## config.mk

```make
export PLATFORM = sky130hd
export DESIGN_NAME = ret_addr_cipher
export DESIGN_NICKNAME = d
export VERILOG_FILES = /design/src/rtl/rac_pkg.sv /design/src/rtl/rac_lfsr.sv /design/src/rtl/rac_key_table.sv /design/src/rtl/rac_round.sv /design/src/rtl/ret_addr_cipher.sv
export SDC_FILE = /design/constraint.sdc
export NUM_CORES = 1
export LEC_CHECK = 0
export ABC_AREA = 1
export BUFFER_PORTS_ARGS = -buffer_cell sky130_fd_sc_hd__buf_2
export CAP_MARGIN = 30
export CORE_UTILIZATION = 63
export CTS_CLUSTER_SIZE = 14
export DETAILED_ROUTE_END_ITERATION = 10
export PLACE_DENSITY = 0.8
export SLEW_MARGIN = 5
export SYNTH_ARGS = -nofsm -noshare
export SYNTH_HDL_FRONTEND = slang
export SYNTH_SLANG_ARGS = --single-unit
export TNS_END_PERCENT = 100
```

## constraint.sdc

```tcl
create_clock -name clk -period 5.1 [get_ports clk]
set_clock_uncertainty 0.05 [all_clocks]
set_input_delay 1.02 -clock clk [delete_from_list [all_inputs] [get_ports clk]]
set_output_delay 1.02 -clock clk [all_outputs]
set_load 0.02 [all_outputs]
```

## src/rtl/rac_pkg.sv

```systemverilog
package rac_pkg;
    localparam int WORD_W    = 32;
    localparam int HALF_W    = WORD_W / 2;
    localparam int KEY_W     = 64;
    localparam int ROUNDS    = 16;
    localparam int CNT_W     = $clog2(ROUNDS);
    localparam int PROC_N    = 8;
    localparam int PID_W     = $clog2(PROC_N);
    localparam int MIX_ROT   = 5;
    localparam int KEY_STEP  = 4;
    localparam int SH_W      = $clog2(KEY_W) + 1;

    typedef struct packed {
        logic              busy;
        logic              done;
        logic              dec;
        logic [CNT_W-1:0]  cnt;
        logic [HALF_W-1:0] lh;
        logic [HALF_W-1:0] rh;
        logic [KEY_W-1:0]  key;
        logic [WORD_W-1:0] result;
    } core_st_t;
endpackage

```

## src/rtl/rac_lfsr.sv

```systemverilog
module rac_lfsr #(
    parameter int          W    = 64,
    parameter logic [63:0] TAPS = 64'hD800_0000_0000_0000,
    parameter logic [63:0] SEED = 64'h9E37_79B9_7F4A_7C15
) (
    input  logic         clk,
    input  logic         rst_n,
    output logic [W-1:0] state
);
    logic [W-1:0] st_d, st_q;

    always_comb begin
        st_d = {st_q[W-2:0], ^(st_q & TAPS[W-1:0])};
    end

    always_ff @(posedge clk or negedge rst_n) begin
        if (!rst_n) st_q <= SEED[W-1:0];
        else        st_q <= st_d;
    end

    assign state = st_q;
endmodule

```

## src/rtl/rac_key_table.sv

```systemverilog
module rac_key_table
    import rac_pkg::*;
(
    input  logic             clk,
    input  logic             rst_n,
    input  logic             wr_en,
    input  logic [PID_W-1:0] wr_pid,
    input  logic [KEY_W-1:0] wr_key,
    input  logic [PID_W-1:0] rd_pid,
    output logic [KEY_W-1:0] rd_key
);
    logic [KEY_W-1:0] ent_q [PROC_N];

    for (genvar g = 0; g < PROC_N; g++) begin : g_ent
        logic [KEY_W-1:0] ent_d;
        always_comb begin
            ent_d = ent_q[g];
            if (wr_en && (wr_pid == PID_W'(g))) ent_d = wr_key;
        end
        always_ff @(posedge clk or negedge rst_n) begin
            if (!rst_n) ent_q[g] <= '0;
            else        ent_q[g] <= ent_d;
        end
    end

    assign rd_key = ent_q[rd_pid];
endmodule

```

## src/rtl/rac_round.sv

```systemverilog
module rac_round
    import rac_pkg::*;
(
    input  logic [KEY_W-1:0]  key,
    input  logic [CNT_W-1:0]  idx,
    input  logic [HALF_W-1:0] half_in,
    output logic [HALF_W-1:0] mix_out
);
    logic [2*KEY_W-1:0] dbl;
    logic [SH_W-1:0]    sh;
    logic [SH_W-1:0]    base;
    logic [HALF_W-1:0]  sub;
    logic [HALF_W-1:0]  sum;

    always_comb begin
        dbl     = {key, key};
        sh      = SH_W'(idx) * SH_W'(KEY_STEP);
        base    = SH_W'(KEY_W) - sh;
        sub     = dbl[base +: HALF_W];
        sum     = half_in + sub;
        mix_out = {sum[HALF_W-MIX_ROT-1:0], sum[HALF_W-1:HALF_W-MIX_ROT]} ^ sub;
    end
endmodule

```

## src/rtl/ret_addr_cipher.sv

```systemverilog
module ret_addr_cipher
    import rac_pkg::*;
#(
    parameter logic [63:0] LFSR_SEED = 64'h9E37_79B9_7F4A_7C15
) (
    input  logic              clk,
    input  logic              rst_n,
    input  logic              new_proc,
    input  logic [PID_W-1:0]  new_pid,
    input  logic [PID_W-1:0]  cur_pid,
    input  logic              req_valid,
    input  logic              req_ret,
    input  logic [WORD_W-1:0] req_word,
    output logic              req_ack,
    output logic              busy,
    output logic              done,
    output logic [WORD_W-1:0] result_word
);
    core_st_t          st_d, st_q;
    logic [KEY_W-1:0]  lfsr_state;
    logic [KEY_W-1:0]  sel_key;
    logic [CNT_W-1:0]  rnd_idx;
    logic [HALF_W-1:0] mix;
    logic [HALF_W-1:0] nl, nr;

    rac_lfsr #(.W(KEY_W), .SEED(LFSR_SEED)) u_lfsr (
        .clk   (clk),
        .rst_n (rst_n),
        .state (lfsr_state)
    );

    rac_key_table u_keys (
        .clk    (clk),
        .rst_n  (rst_n),
        .wr_en  (new_proc),
        .wr_pid (new_pid),
        .wr_key (lfsr_state),
        .rd_pid (cur_pid),
        .rd_key (sel_key)
    );

    assign rnd_idx = st_q.dec ? CNT_W'(ROUNDS - 1) - st_q.cnt : st_q.cnt;

    rac_round u_round (
        .key     (st_q.key),
        .idx     (rnd_idx),
        .half_in (st_q.rh),
        .mix_out (mix)
    );

    always_comb begin
        st_d      = st_q;
        st_d.done = 1'b0;
        nl        = st_q.rh;
        nr        = st_q.lh ^ mix;
        if (!st_q.busy) begin
            if (req_valid) begin
                st_d.busy = 1'b1;
                st_d.dec  = req_ret;
                st_d.cnt  = '0;
                st_d.key  = sel_key;
                if (req_ret) begin
                    st_d.lh = req_word[HALF_W-1:0];
                    st_d.rh = req_word[WORD_W-1:HALF_W];
                end else begin
                    st_d.lh = req_word[WORD_W-1:HALF_W];
                    st_d.rh = req_word[HALF_W-1:0];
                end
            end
        end else begin
            st_d.lh  = nl;
            st_d.rh  = nr;
            st_d.cnt = st_q.cnt + 1'b1;
            if (st_q.cnt == CNT_W'(ROUNDS - 1)) begin
                st_d.busy   = 1'b0;
                st_d.done   = 1'b1;
                st_d.result = st_q.dec ? {nr, nl} : {nl, nr};
            end
        end
    end

    always_ff @(posedge clk or negedge rst_n) begin
        if (!rst_n) st_q <= '0;
        else        st_q <= st_d;
    end

    assign req_ack     = req_valid && !st_q.busy;
    assign busy        = st_q.busy;
    assign done        = st_q.done;
    assign result_word = st_q.result;
endmodule

```

Word-level counts from Yosys, hierarchy flattened
Index checks and enable logic that the tools add are counted.

Add/sub/neg operators: 4. Multipliers: 0. Div/mod/pow operators: 0. Order comparisons: 1. Equal/unequal tests: 8. Shift-type cells: 1. Mux-type cells: 12. Bitwise gates (word level): 4. Reduce and logical (&&, ||, !) cells: 15.

Operators by type and width (count): binary-select mux 64 bit (select 3 bit) (1); two-way mux 64 bit (2); indexed part select 128 x 8 -> 16 bit (1); two-way mux 100 bit (1); two-way mux 32 bit (2); XOR reduction 64 bit (1); two-way mux 36 bit (1); bitwise XOR 16 bit (2); adder 16 bit (1); == test 3 bit, second input constant (4); logical AND 1 bit (9); subtractor 7 x 6 -> 7 bit, first input constant (1); == test 3 x 2 -> 1 bit, second input constant (2); adder 4 x 1 -> 4 bit, second input constant (1); == test 4 bit, second input constant (1); >= comparator 4 bit, second input constant (1); two-way mux 4 bit (1); inverter 3 -> 4 bit (1); AND reduction 2 bit (2); subtractor 4 bit, first input constant (1); == test 3 x 1 -> 1 bit, second input constant (1); zero test 3 bit (1); two-way mux 1 bit (3); two-way mux 2 bit (1); 3 further kinds (3).

Register bits: 711. Bits in latches: 0. Bits in writable memories: 0. Bits in read-only memories: 0. Input port bits: 43. Output and inout bits: 35. Logic and storage cells: 62. Memories kept: 0.

Depth between registers and ports, before layout
Depth after elaboration: 8. Mapped depth: 28. Mapped depth without buffers: 25.

Modules after synthesis
From an unflattened synthesis, not the netlist that was laid out.

Cell total of the unflattened synthesis: 5037. Area total of the unflattened synthesis: 36745.2 µm².

Modules (own cells, without submodules): rac_key_table (times used 1, cells an instance 3430, area each 24957.7 µm², seq. area each 12812.3 µm²); ret_addr_cipher (times used 1, cells an instance 866, area each 6575.1 µm², seq. area each 3378.2 µm²); rac_round (times used 1, cells an instance 597, area each 3019.1 µm², seq. area each 0.0 µm²); rac_lfsr (times used 1, cells an instance 144, area each 2193.4 µm², seq. area each 1649.1 µm²).

Least setup slack after synthesis
OpenSTA, ideal clock, no wires.

Path type: register to register. Start: reg st_q[128] (netlist name). End: reg st_q (netlist bit result_word[15]). Library setup time: 123 ps. Arrival time: 3568 ps. Required time: 4927 ps. Setup slack: 1359 ps. Stages on the path, launching flop included: 20. Path buffers: 3. Clock period less this slack: 3741 ps. Cells stage by stage: dfrtp_1 -> ha_1 -> clkbuf_2 -> clkbuf_1 -> clkbuf_1 -> nand2_1 -> nand3_1 -> nand3_1 -> nand2_1 -> ha_1 -> inv_1 -> fa_1 -> o21ai_0 -> a21oi_1 -> o21bai_1 -> xor2_1 -> xor2_1 -> inv_1 -> o21ai_0 -> nand2_1.

Word-level cells in the longest chain between the ends: 8. Elaborated cells on any way between the ends: 10. Those cells by class: add/sub: 3; eq/ne: 1; shift: 1; mux: 2; bitwise: 2; reduce/logical: 1.

Ends and longest elaborated chain: start, declared (line ret_addr_cipher.sv:19) `core_st_t st_d, st_q;`; start signal, assigned (line ret_addr_cipher.sv:84) `else st_q <= st_d;`; subtractor 4 bit (line ret_addr_cipher.sv:42) `assign rnd_idx = st_q.dec ? CNT_W'(ROUNDS - 1) - st_q.cnt : st_q.cnt;`; two-way mux 4 bit (line ret_addr_cipher.sv:42); subtractor 7 x 6 -> 7 bit (line rac_round.sv:18) `base = SH_W'(KEY_W) - sh;`; indexed part select 128 x 8 -> 16 bit (line rac_round.sv:19) `sub = dbl[base +: HALF_W];`; adder 16 bit (line rac_round.sv:20) `sum = half_in + sub;`; bitwise XOR 16 bit (line rac_round.sv:21) `mix_out = {sum[HALF_W-MIX_ROT-1:0], sum[HALF_W-1:HALF_W-MIX_ROT]} ^ sub;`; bitwise XOR 16 bit (line ret_addr_cipher.sv:55) `nr = st_q.lh ^ mix;`; two-way mux 32 bit (line ret_addr_cipher.sv:77) `st_d.result = st_q.dec ? {nr, nl} : {nl, nr};`.

Several ways; a longest one is shown, not always the timed one. A chain may end at the register's enable or synchronous reset.

Final worst setup path
Same ends and word-level chain as after synthesis.

==> run_results.csv <==
group,metric,value,unit
outcome,status,"complete, no violations",
logic_synthesis,synth_top_area_cell,"dfrtp_1",
power_and_ir_drop,pwr-share-seq,28.3,%
layout,n_fill_cell,4049,
route,ant_nets,0,
logic_synthesis,synth_nets,3929,
setup_path,r2r-start,"st_q[128]",
global_routing,gr-total-overflow,0,
sta,finalSetupViolCount,0,
sta,worst_pin_slew,0.981,ns
clocking,clk_latency,0.64,ns
setup_path,crit_arrival,4.72,ns
clocking,cts_setup_buffers,0,
worst_hold_path,min-delay-start,"u_lfsr.state[27]",
logic_synthesis,synth.cell_area,33400,sq um
setup_path,crit_path_end_kind,"flop",
logic_synthesis,yosys-top-cells-count,"nand2_1 (892), o21ai_0 (866), dfrtp_1 (673)",
logic_synthesis,yosys.cell_types.count,45,
place,place.gp.congestion,0.981,
sta,rsz0062_at_grt,"no",
power_and_ir_drop,swShare,44.3,%
power_and_ir_drop,clock_power_share,22.2,%
layout,final_net_count,3833,
layout,seq_area,17800,sq um
logic_synthesis,synth-seq-cells,711,
place,hpwlAfterDp,53.3,mm
logic_synthesis,yosys-top-cells-area,"dfrtp_1 (50%), o21ai_0 (13%), nand2_1 (10%)",
clocking,cts_root_buffer,"clkbuf_16",
global_routing,grt_antenna_before_repair,2,
sta,period_share,83.7,%
sta,min_period,4.27,ns
floorplan,io_pins,78,
clocking,ctsHoldBuffers,0,
route,drt_iter0_drc,2756,
sta,hold_violations,0,
layout,diodes,0,
clocking,cts_buffers,72,
sta,fmax,234,MHz
layout,area_delta_synth_final,8.92,%
clocking,cts.sinks,711,
floorplan,rows,84,
clocking,cts.clk_slew.worst_paths,0.06,ns
setup_path,start_kind,"flop",
clocking,cts_buffer_depth,3,
logic_synthesis,synth_top_area_share,50.4,%
setup_path,required,5.55,ns
layout,drive_above_1_share,8.77,%
global_routing,grt_max_degree,129,
logic_synthesis,synth_ff_type,"dfrtp_1",
setup_path,crit_start,"st_q[128]",
floorplan,start_util,63.7,%
global_routing,grt_pass1_wl,141,mm
setup_path,crit_type,"flop to flop",
place,placed_cell_area,33900,sq um
setup_path,cp_max_fo,37,
logic_synthesis,ys_warn_count,0,
logic_synthesis,yosysSeqAreaShare,53.4,%
logic_synthesis,syn_inst,3869,
route,drtPass1Iterations,8,
floorplan,die_y,232,microns
run,cap_violations,0,
clocking,h-tree-depth,3,
floorplan,dieArea,53900,sq um
power_and_ir_drop,leakage,16.6,nW
logic_synthesis,syn_avg_cell_area,8.63,sq um
power_and_ir_drop,vdd_drop_max,0.000705,V
logic_synthesis,synthArstFlopShare,100,%
route,finalWirelength,87.0,mm
global_routing,grt_pass1_vias,25700,
place,port_buffers,77,
route,vias,27400,
layout,stdcell_area,36400,sq um
power_and_ir_drop,power_density,666,nW/um^2
logic_synthesis,synth_most_common_cell,"nand2_1",
layout,multi_input_area,13000,sq um
worst_hold_path,holdCritPathClass,"flop to flop",
route,vias_per_cell,6.05,
global_routing,grt_usage,33.0,%
sta,tns,0,ns
power_and_ir_drop,p_comb_share,49.4,%
power_and_ir_drop,power.internal,13.5,mW
sta,relSlewSlack,33.8,%
route,wl_per_cell,19.3,microns
power_and_ir_drop,p_sw,10.7,mW
sta,slew_viol_final,0,
clocking,cts_resized,0,
route,drc,0,
logic_synthesis,synth_edf_count,0,
floorplan,core_area,52400,sq um
floorplan,fp.dieW,232,microns
layout,utilization,69.3,%
clocking,cts_tree,"built",
-- cell usage in the layout, fill, tap and decap left out, types with 3 or more instances in the layout --
cell       synthesis  layout
dfrtp_1          673     673
clkbuf_1         211      21
nand2_4            6      12
inv_2              6       8
buf_12             0      11
clkbuf_16          0      74
inv_1            305     305
a21oi_1          194     194
o21bai_1           4       4
clkbuf_8           0      23
nand3_1          130     129
o311ai_0          11      11
bufinv_16          0       3
xnor2_1            8       8
dfstp_2           38      38
nand3b_1           6       6
mux2i_1          128     128
a22oi_1           13      13
nor2_1            69      68
o221ai_1          56      56
buf_2             29      73
clkinv_2           0       6
o21ai_0          866     866
o21ai_2            6       6
nand3_2            6       6
xor2_2             3       3
nand2_2            9       9
buf_4             37      46
o311ai_1           4       4
o21ai_1           50      50
xor2_1            19      19
ha_1              16      16
o211ai_1          26      26
nand2_1          892     886
-- registers in the layout, summed over array words and instances, names as in the netlist --
| signal | count |
|---|---|
| u_keys.ent_q | 512 |
| st_q | 85 |
| u_lfsr.state | 64 |
| result_word | 32 |
| nl | 16 |
| busy | 1 |
| done | 1 |
-- final timing paths --
kind	end	slack (ns)	cells past startpoint
setup / recovery	result_word[15]	0.83	21
hold / removal	u_lfsr.state[28]	0.31	0
setup reg to reg	result_word[15]	0.83	21
hold reg to reg	u_lfsr.state[28]	0.31	0
max in group asynchronous	u_keys.ent_q[252]	3.39	2
min in group asynchronous	u_keys.ent_q[421]	0.41	1
-- kinds of logic after synthesis --
| kind of cell | Yosys count | share of synthesized area [%] |
|---|---|---|
| AO/OA/AOI/OAI | 1239 | 19.9 |
| XOR/XNOR | 31 | 0.903 |
| adder cells (fa/ha/maj) | 17 | 0.660 |
| buffers and inverters | 620 | 7.75 |
| flip-flops | 711 | 53.4 |
| multiplexers | 128 | 3.84 |
| AND/OR/NAND/NOR | 1123 | 13.5 |
-- worst max-delay path, stage by stage, from the launching register on --
cell and delay, ns:
dfrtp_1 0.48, inv_2 0.12, nand2_4 0.10, nand2_4 0.32
buf_4 0.29, nand2_1 0.06, o21ai_1 0.10, nand2_1 0.07
nand3_1 0.10, nand3_1 0.11, nand2_1 0.11, ha_1 0.17
inv_1 0.06, fa_1 0.43, o21ai_0 0.33, a21oi_1 0.23
o21bai_1 0.28, xor2_1 0.21, xor2_1 0.20, inv_1 0.07
o21ai_0 0.18, nand2_1 0.07
-- layer usage --
layer / GRT usage, % / part of all wire, %
met5: 0 / 0.015
met4: 9.11 / 2.3
met3: 5.38 / 7.4
met2: 52.2 / 47
met1: 47.4 / 43
-- metrics by stage --
stage,power [mW],std cells,setup slack (ns),hold slack [ns]
after floorplan,15.8,3869,1.36,0.311
after detailed placement,18.7,4387,0.904,0.317
after global routing,26.0,4519,0.464,0.331
final,24.2,4519,0.831,0.314
after global placement,18.6,4386,0.985,0.314
after CTS,24.1,4519,0.885,0.320
-- power by group through the flow --
stage	combinational, mW	clock (mW)	sequential (mW)
after floorplan	9.05	0	6.74
after global placement	11.7	0	6.93
after detailed placement	11.7	0	6.94
after CTS	11.8	5.46	6.85
after global routing	13.4	5.70	6.92
final	12.0	5.39	6.86
-- final cells by class --
class                      count  area share, %
inverter                     316           3.27
clock inverter                14          0.551
multi-input combinational   2538           35.8
clock buffer                 118           6.18
sequential                   711           49.1
timing repair buffer         134           2.75
tap                          688           2.37
(Power assumes the default switching activity.)
